===== config.mk =====
export PLATFORM = sky130hd
export DESIGN_NAME = qpmu_top
export DESIGN_NICKNAME = d
export VERILOG_FILES = /design/src/rtl/qpmu_pkg.sv /design/src/rtl/qpmu_fifo.sv /design/src/rtl/qpmu_stat.sv /design/src/rtl/qpmu_top.sv
export SDC_FILE = /design/constraint.sdc
export NUM_CORES = 1
export LEC_CHECK = 0
export BUFFER_PORTS_ARGS = -buffer_cell sky130_fd_sc_hd__buf_2
export CAP_MARGIN = 0
export CORE_MARGIN = 3
export CORE_UTILIZATION = 30
export DETAILED_ROUTE_END_ITERATION = 16
export SETUP_SLACK_MARGIN = 0.4
export SYNTH_ARGS = -nofsm -noshare
export SYNTH_HDL_FRONTEND = slang
export SYNTH_SLANG_ARGS = --single-unit

===== constraint.sdc =====
create_clock -name clk -period 7.3 [get_ports clk]
set_input_delay 0.73 -clock clk [delete_from_list [all_inputs] [get_ports clk]]
set_output_delay 0.73 -clock clk [all_outputs]
set_load 0.05 [all_outputs]

===== src/rtl/qpmu_pkg.sv =====
package qpmu_pkg;
   localparam int DW        = 32;
   localparam int ALIGN_SH  = 5;
   localparam int HADDR_W   = DW - 1 + ALIGN_SH;
   localparam int NSRC      = 4;
   localparam logic [DW-1:0] EMPTY_MARK = '1;

   // byte offsets seen by the host driver
   localparam int OFF_CMD0  = 'h10;
   localparam int OFF_CMD1  = 'h14;
   localparam int OFF_RSP0  = 'h18;
   localparam int OFF_RSP1  = 'h1C;
   localparam int OFF_BELL  = 'h20;
   localparam int OFF_ISTAT = 'h24;
   localparam int OFF_IMASK = 'h28;
   localparam int OFF_OSTAT = 'h30;
   localparam int OFF_OMASK = 'h34;
   localparam int OFF_QREQ  = 'h40;
   localparam int OFF_QCPL  = 'h44;

   // status bit positions (shared by both directions)
   localparam int SRC_MSG0  = 0;
   localparam int SRC_MSG1  = 1;
   localparam int SRC_BELL  = 2;
   localparam int SRC_QUEUE = 3;
endpackage


===== src/rtl/qpmu_fifo.sv =====
module qpmu_fifo #(
   parameter int W     = 32,
   parameter int DEPTH = 8
) (
   input  logic         clk,
   input  logic         rst_n,
   input  logic         push,
   input  logic [W-1:0] wdata,
   input  logic         pop,
   output logic [W-1:0] rdata,
   output logic         empty,
   output logic         full
);
   localparam int  AW   = (DEPTH > 1) ? $clog2(DEPTH) : 1;
   localparam int  CW   = $clog2(DEPTH + 1);
   localparam bit  POW2 = ((DEPTH & (DEPTH - 1)) == 0);

   if (DEPTH < 2) begin : g_bad_depth
      $error("qpmu_fifo: DEPTH must be at least 2");
   end

   logic [W-1:0]  mem [DEPTH];
   logic [AW-1:0] wp, rp, wp_n, rp_n;
   logic [CW-1:0] cnt;
   logic          do_push, do_pop;

   assign do_push = push & ~full;
   assign do_pop  = pop & ~empty;

   if (POW2) begin : g_wrap_free
      assign wp_n = wp + AW'(1);
      assign rp_n = rp + AW'(1);
   end else begin : g_wrap_cmp
      assign wp_n = (wp == AW'(DEPTH - 1)) ? '0 : wp + AW'(1);
      assign rp_n = (rp == AW'(DEPTH - 1)) ? '0 : rp + AW'(1);
   end

   always_ff @(posedge clk) begin
      if (do_push) mem[wp] <= wdata;
   end

   always_ff @(posedge clk) begin
      if (!rst_n) begin
         wp  <= '0;
         rp  <= '0;
         cnt <= '0;
      end else begin
         if (do_push) wp <= wp_n;
         if (do_pop)  rp <= rp_n;
         case ({do_push, do_pop})
            2'b10:   cnt <= cnt + CW'(1);
            2'b01:   cnt <= cnt - CW'(1);
            default: cnt <= cnt;
         endcase
      end
   end

   assign rdata = mem[rp];
   assign empty = (cnt == '0);
   assign full  = (cnt == CW'(DEPTH));

   assert_flags_exclusive: assert property (@(posedge clk) disable iff (!rst_n)
      !(empty && full));
   assert_pop_drains: assert property (@(posedge clk) disable iff (!rst_n)
      (do_pop && !do_push && $countones(cnt) == 1 && cnt == CW'(1)) |=> empty);
endmodule


===== src/rtl/qpmu_stat.sv =====
module qpmu_stat #(
   parameter int N = 4
) (
   input  logic         clk,
   input  logic         rst_n,
   input  logic [N-1:0] set,
   input  logic [N-1:0] clr,
   input  logic [N-1:0] mask,
   output logic [N-1:0] status,
   output logic         irq
);
   if (N < 1) begin : g_bad_n
      $error("qpmu_stat: N must be positive");
   end

   always_ff @(posedge clk) begin
      if (!rst_n) status <= '0;
      else        status <= (status & ~clr) | set;
   end

   assign irq = |(status & ~mask);

   assert_set_wins_R8: assert property (@(posedge clk) disable iff (!rst_n)
      (set != '0) |=> ((status & $past(set)) == $past(set)));
   assert_w1c_R8: assert property (@(posedge clk) disable iff (!rst_n)
      ((clr & ~set) != '0) |=> ((status & $past(clr & ~set)) == '0));
endmodule


===== src/rtl/qpmu_top.sv =====
module qpmu_top
   import qpmu_pkg::*;
#(
   parameter int ADDR_W        = 8,
   parameter int FREE_DEPTH    = 8,
   parameter int POST_DEPTH    = 8,
   parameter int CPL_DEPTH     = 8,
   parameter bit CPL_IRQ_LEVEL = 1'b0
) (
   input  logic                clk,
   input  logic                rst_n,
   input  logic                h_sel,
   input  logic                h_wr,
   input  logic [ADDR_W-1:0]   h_addr,
   input  logic [DW-1:0]       h_wdata,
   output logic [DW-1:0]       h_rdata,
   output logic                h_irq,
   input  logic                l_free_push,
   input  logic [DW-1:0]       l_free_data,
   output logic                l_free_rdy,
   input  logic                l_post_pop,
   output logic                l_post_valid,
   output logic [DW-1:0]       l_post_data,
   output logic                l_post_host,
   output logic [HADDR_W-1:0]  l_post_addr,
   input  logic                l_cpl_push,
   input  logic [DW-1:0]       l_cpl_data,
   output logic                l_cpl_full,
   output logic [DW-1:0]       l_cmd0,
   output logic [DW-1:0]       l_cmd1,
   input  logic [1:0]          l_rsp_we,
   input  logic [DW-1:0]       l_rsp_data,
   output logic [DW-1:0]       l_db,
   input  logic [DW-1:0]       l_db_clr,
   output logic [NSRC-1:0]     l_istat,
   input  logic [NSRC-1:0]     l_in_clr,
   output logic                l_irq
);
   if (ADDR_W < 7) begin : g_bad_addr
      $error("qpmu_top: ADDR_W too small for the register window");
   end

   logic wr, rd;
   logic hit_cmd0, hit_cmd1, hit_rsp0, hit_rsp1, hit_bell, hit_istat;
   logic hit_imask, hit_ostat, hit_omask, hit_qreq, hit_qcpl;

   assign wr = h_sel & h_wr;
   assign rd = h_sel & ~h_wr;

   assign hit_cmd0  = (h_addr == ADDR_W'(OFF_CMD0));
   assign hit_cmd1  = (h_addr == ADDR_W'(OFF_CMD1));
   assign hit_rsp0  = (h_addr == ADDR_W'(OFF_RSP0));
   assign hit_rsp1  = (h_addr == ADDR_W'(OFF_RSP1));
   assign hit_bell  = (h_addr == ADDR_W'(OFF_BELL));
   assign hit_istat = (h_addr == ADDR_W'(OFF_ISTAT));
   assign hit_imask = (h_addr == ADDR_W'(OFF_IMASK));
   assign hit_ostat = (h_addr == ADDR_W'(OFF_OSTAT));
   assign hit_omask = (h_addr == ADDR_W'(OFF_OMASK));
   assign hit_qreq  = (h_addr == ADDR_W'(OFF_QREQ));
   assign hit_qcpl  = (h_addr == ADDR_W'(OFF_QCPL));

   // ---------------- queues ----------------
   logic          free_push, free_pop, free_empty, free_full, free_host;
   logic [DW-1:0] free_wdata, free_head;
   logic          post_push, post_empty, post_full;
   logic          cpl_push, cpl_pop, cpl_empty;
   logic [DW-1:0] cpl_head;

   assign free_host  = wr & hit_qcpl & ~free_full;
   assign l_free_rdy = ~free_full & ~(wr & hit_qcpl);
   assign free_push  = free_host | (l_free_push & l_free_rdy);
   assign free_wdata = free_host ? h_wdata : l_free_data;
   assign free_pop   = rd & hit_qreq & ~free_empty;
   assign post_push  = wr & hit_qreq & ~post_full;
   assign cpl_push   = l_cpl_push & ~l_cpl_full;
   assign cpl_pop    = rd & hit_qcpl & ~cpl_empty;

   qpmu_fifo #(.W(DW), .DEPTH(FREE_DEPTH)) u_free (
      .clk(clk), .rst_n(rst_n), .push(free_push), .wdata(free_wdata),
      .pop(free_pop), .rdata(free_head), .empty(free_empty), .full(free_full));

   qpmu_fifo #(.W(DW), .DEPTH(POST_DEPTH)) u_post (
      .clk(clk), .rst_n(rst_n), .push(post_push), .wdata(h_wdata),
      .pop(l_post_pop), .rdata(l_post_data), .empty(post_empty), .full(post_full));

   qpmu_fifo #(.W(DW), .DEPTH(CPL_DEPTH)) u_cpl (
      .clk(clk), .rst_n(rst_n), .push(cpl_push), .wdata(l_cpl_data),
      .pop(cpl_pop), .rdata(cpl_head), .empty(cpl_empty), .full(l_cpl_full));

   assign l_post_valid = ~post_empty;
   assign l_post_host  = l_post_data[DW-1];
   assign l_post_addr  = l_post_host ? {l_post_data[DW-2:0], {ALIGN_SH{1'b0}}}
                                     : HADDR_W'(l_post_data);

   // ---------------- message, doorbell, mask registers ----------------
   logic [DW-1:0]   rsp0, rsp1;
   logic [NSRC-1:0] imask, omask;

   always_ff @(posedge clk) begin
      if (!rst_n) begin
         l_cmd0 <= '0;
         l_cmd1 <= '0;
         rsp0   <= '0;
         rsp1   <= '0;
         l_db   <= '0;
         imask  <= '0;
         omask  <= '0;
      end else begin
         if (wr && hit_cmd0)  l_cmd0 <= h_wdata;
         if (wr && hit_cmd1)  l_cmd1 <= h_wdata;
         if (l_rsp_we[0])     rsp0   <= l_rsp_data;
         if (l_rsp_we[1])     rsp1   <= l_rsp_data;
         if (wr && hit_imask) imask  <= h_wdata[NSRC-1:0];
         if (wr && hit_omask) omask  <= h_wdata[NSRC-1:0];
         l_db <= (l_db & ~l_db_clr) | ((wr && hit_bell) ? h_wdata : '0);
      end
   end

   // ---------------- status banks ----------------
   logic [NSRC-1:0] iset, oset, oclr, ostat;
   logic            cpl_evt;

   if (CPL_IRQ_LEVEL) begin : g_cpl_level
      assign cpl_evt = ~cpl_empty | cpl_push;
   end else begin : g_cpl_pulse
      assign cpl_evt = cpl_push;
   end

   always_comb begin
      iset = '0;
      iset[SRC_MSG0]  = wr & hit_cmd0;
      iset[SRC_MSG1]  = wr & hit_cmd1;
      iset[SRC_BELL]  = |l_db;
      iset[SRC_QUEUE] = post_push;
      oset = '0;
      oset[SRC_MSG0]  = l_rsp_we[0];
      oset[SRC_MSG1]  = l_rsp_we[1];
      oset[SRC_QUEUE] = cpl_evt;
      oclr = (wr && hit_ostat) ? h_wdata[NSRC-1:0] : '0;
   end

   qpmu_stat #(.N(NSRC)) u_istat (
      .clk(clk), .rst_n(rst_n), .set(iset), .clr(l_in_clr), .mask(imask),
      .status(l_istat), .irq(l_irq));

   qpmu_stat #(.N(NSRC)) u_ostat (
      .clk(clk), .rst_n(rst_n), .set(oset), .clr(oclr), .mask(omask),
      .status(ostat), .irq(h_irq));

   // ---------------- host read path ----------------
   logic [DW-1:0] rd_mux;

   always_comb begin
      rd_mux = '0;
      if (hit_cmd0)       rd_mux = l_cmd0;
      else if (hit_cmd1)  rd_mux = l_cmd1;
      else if (hit_rsp0)  rd_mux = rsp0;
      else if (hit_rsp1)  rd_mux = rsp1;
      else if (hit_bell)  rd_mux = l_db;
      else if (hit_istat) rd_mux = DW'(l_istat);
      else if (hit_imask) rd_mux = DW'(imask);
      else if (hit_ostat) rd_mux = DW'(ostat);
      else if (hit_omask) rd_mux = DW'(omask);
      else if (hit_qreq)  rd_mux = free_empty ? EMPTY_MARK : free_head;
      else if (hit_qcpl)  rd_mux = cpl_empty ? EMPTY_MARK : cpl_head;
   end

   always_ff @(posedge clk) begin
      if (!rst_n)  h_rdata <= '0;
      else if (rd) h_rdata <= rd_mux;
   end

   // ---------------- assertions ----------------
   assert_cpl_room_R5: assert property (@(posedge clk) disable iff (!rst_n)
      l_cpl_push |-> !l_cpl_full);
   assert_cpl_raise_R5: assert property (@(posedge clk) disable iff (!rst_n)
      l_cpl_push |=> ostat[SRC_QUEUE]);
   assert_post_pop_R4: assert property (@(posedge clk) disable iff (!rst_n)
      l_post_pop |-> l_post_valid);
   assert_empty_mark_R3: assert property (@(posedge clk) disable iff (!rst_n)
      (rd && hit_qreq && free_empty) |=> (h_rdata == EMPTY_MARK));
   assert_bell_or_R10: assert property (@(posedge clk) disable iff (!rst_n)
      (wr && hit_bell) |=> ((l_db & $past(h_wdata)) == $past(h_wdata)));
   assert_cmd_load_R7: assert property (@(posedge clk) disable iff (!rst_n)
      (wr && hit_cmd0) |=> (l_cmd0 == $past(h_wdata)));
   assert_post_flag_R4: assert property (@(posedge clk) disable iff (!rst_n)
      (wr && hit_qreq && !post_full) |=> l_istat[SRC_QUEUE]);
endmodule


==> impl_summary.txt <==
----------------------------------------------------
[Run status]
  Outcome ... complete, no violations

[Synthesis]
  Number of distinct library cells after synthesis ... 66
  Yosys warns ... 0
  Async set or reset register ratio after synthesis ... 0
  Count of state elements after synthesis ... between 1k and 1.5k
  Number of flops mapped to enable cells by yosys ... 768
  Synth Area per Inst ... 15.4 um2
  Post-synthesis sequential area ratio ... 0.677
  Cell area after technology mapping ... ~41000 um2
  Post-synthesis net count ... 2888
  Cell count after synthesis ... 2690
  Post-synth top flop ... edfxtp_1

[Critical path]
  Ordered cell list for the critical path ... buf_4 > mux4_2 > mux2i_4 > buf_4 > inv_1 > nor2_1 > buf_2
  Crit start category ... register
  Stage delay of the slowest cell on the critical path ... 0.84 ns
  Critical Path End Type ... output port
  Data arrival time of the worst path ... 3.83 ns
  Worst Reg2Reg Path Length in Cells ... 10
  Critical path start-end classification ... register to output port
  Highest-delay cell along the critical path ... dfxtp_2
  Maximum fanout count along the critical path ... 34
  WP data required ... 6.57 ns
  Crit-path most repeated cell ... buf_4

[Power]
  Lkg Pwr ... 16.3 nW
  Pwr per Cell Area ... 249 nW/um2
  Max rail drop VDD ... 0.170 mV

[CTS]
  Clk slew on worst S/H paths ... about 0.06 ns
  Num CTS Buffers ... 103
  Hold-fix buffers at CTS ... 0
  Cell at the root of the clock tree ... clkbuf_16
  Post-CTS setup buffer count ... 0
  H-tree depth ... 3
  Number of sinks on the clock net ... 1015
  PostCTS Resize Cnt ... 0
  Maximum clock path buffer count ... 3
  Clock tree from TritonCTS ... done
  Clock latency on the worst-skew pair ... a little under 0.7 ns

[Layout]
  NumNets Final ... about 3.3k
  Util after Layout ... 0.358
  Registers with the most flip-flops ... u_cpl.mem x256, u_free.mem x256, u_post.mem x256
  Area growth from synthesis to layout ... 17.7%
  Most common cell after layout, fill and taps aside ... edfxtp_1
  Most used cells in the layout excluding fill and tap cells ... edfxtp_1, buf_2, dfxtp_1
  Share of post-route cells with drive strength above 1 ... 0.265

[STA]
  Final-report max-slew violation count ... 0
  Clock skew ... 0.0411 ns
  Measured slew at the worst slew-check pin ... 1.20 ns
  Highest attainable clock frequency ... 0.219 GHz
  Min Tclk post-route ... 4.56 ns
  Final number of setup-violating endpoints ... 0
  Relative slew slack ... 0.198
  Final hold violations ... 0
  Post-route fraction of the period consumed by the critical path ... 0.625
  Final sum of negative setup slack ... 0 ns
  Setup repair after global routing missed its margin ... no

[Drt]
  DR vias ... 25.6k
  Number of nets still failing antenna checks after routing ... 0
  Routed via count divided by cell count ... 5.19
  Per-cell routed wire length ... 27.3 um
  Detailed-router iteration count before antenna repair ... 6
  Initial DRC Count ... about 3.1k
  Post-route DRC violation count ... 0
  Drt total wl ... 135000 um

[GRT]
  Met1 track utilization from global routing ... 0.251
  First-pass GRT wire length ... 187000 um
  Number of global-route vias before repair ... around 25k
  Total track usage ... 0.185
  Initial antenna violation count ... 35
  Overflow after GRT ... 0
  GR peak layer ... met2
  Maximum number of pins on one net before global-route repair ... 92
  GR met2 Demand/Resource ... 0.283
  Met3 usage in global routing ... 0.0631

[Placed design]
  HPWL after detailed placement ... 93700 um
  Count of buffers from port buffering ... 386
  Placer congestion estimate ... 0.910

[Floorplanning]
  I/O pins ... 387
  DIE WIDTH ... 377 um
  Std cell rows ... 135
  Core area ... 136000 um2
  Total die area ... 142000 um2
  Starting density of the core ... 0.304
  Die height ... approximately 380 um

[Hold path]
  Instance count along the most critical hold path ... 1
  Hold Crit Class ... primary input to register

[Run]
  # Max-Cap Violations ... 0

----------------------------------------------------
[final cells by class]
type                       count  area, um2
sequential                  1015      28000
multi-input combinational   1456      12600
antenna                       10       25.0
inverter                      54        203
tap                         1781       2230
clock inverter                64        587
timing repair buffer         427       2250
clock buffer                 130       2740
fill                       13000      87400
[per-stage QoR]
| step | hold WS [ns] | power (mW) | area [um2] | worst slack, ns | instances |
|---|---|---|---|---|---|
| final | 0.307 | 12.1 | 48700 | 2.74 | 4937 |
| after global routing | 0.298 | 12.5 | 48700 | 2.55 | 4930 |
| after CTS | 0.266 | 12.2 | 48700 | 2.65 | 4927 |
| after detailed placement | 0.423 | 7.04 | 45300 | 2.64 | 4733 |
| after global placement | 0.422 | 7.03 | 45300 | 2.75 | 4733 |
| after floorplan | 0.412 | 6.73 | 41400 | 1.57 | 2690 |
[metal layers]
metal	share of wire	up-vias
met5	0.0011	-
met4	0.021	20
met3	0.12	182
met2	0.45	1221
met1	0.42	13100
li1	-	11100
[report_power, final]
group,internal [mW],switching [mW],total (mW)
sequential,6.31,0.0462,6.35
combinational,0.170,0.393,0.563
clock,2.90,2.29,5.19
total,9.38,2.73,12.1
[logic make-up (layout without fill, tap and decap cells)]
logic type,Yosys count,after routing,share of synthesized area
adders and majority gates,17,17,0.00550
xor gates and xnor gates,22,22,0.00466
and+or+nand+nor,574,574,0.0711
buffers and inverters,219,675,0.0225
DFF,1015,1015,0.677
other,0,10,0
muxes,428,428,0.152
AOI/OAI and AO/OA,415,415,0.0673
[worst paths after layout]
kind                            slack (ns)                           end                         start
worst max-delay path                  2.74                l_post_addr[1]                      register
worst min-delay path                  0.31    u_cpl.mem[0][18]$_DFFE_PP_                l_cpl_data[18]
worst max register to register        3.91    u_free.cnt[2]$_SDFFE_PN0P_    u_free.cnt[0]$_SDFFE_PN0P_
worst min register to register        0.44  u_ostat.status[2]$_SDFF_PN0_  u_ostat.status[2]$_SDFF_PN0_
[critical path, delay by kind of cell, from the launching register on]
kind,cells,cell delay [ns]
buf+inv,4,1.50
mux,2,0.56
flops,1,0.84
simple gates,1,0.20
[synth_stat cells (all sizes together) (17+ instances only)]
library cell  count  area [um2]
o22ai            26         163
o21ai            39         195
a211o            17         149
nor2b           172        1080
a31oi            17         106
a211oi           27         208
nor3             20         105
a22oi            42         315
dfxtp           247        4940
mux4            156        3510
clkbuf           96         360
o221ai           29         254
nand3            17        85.1
buf              69         368
mux2             44         495
nand2           220         828
mux2i           228        2280
inv              54         203
and2             29         181
a21oi           111         556
edfxtp          768       23100
nor2             57         214
a21boi           74         556
No activity file was read; power rests on OpenSTA's default activity.
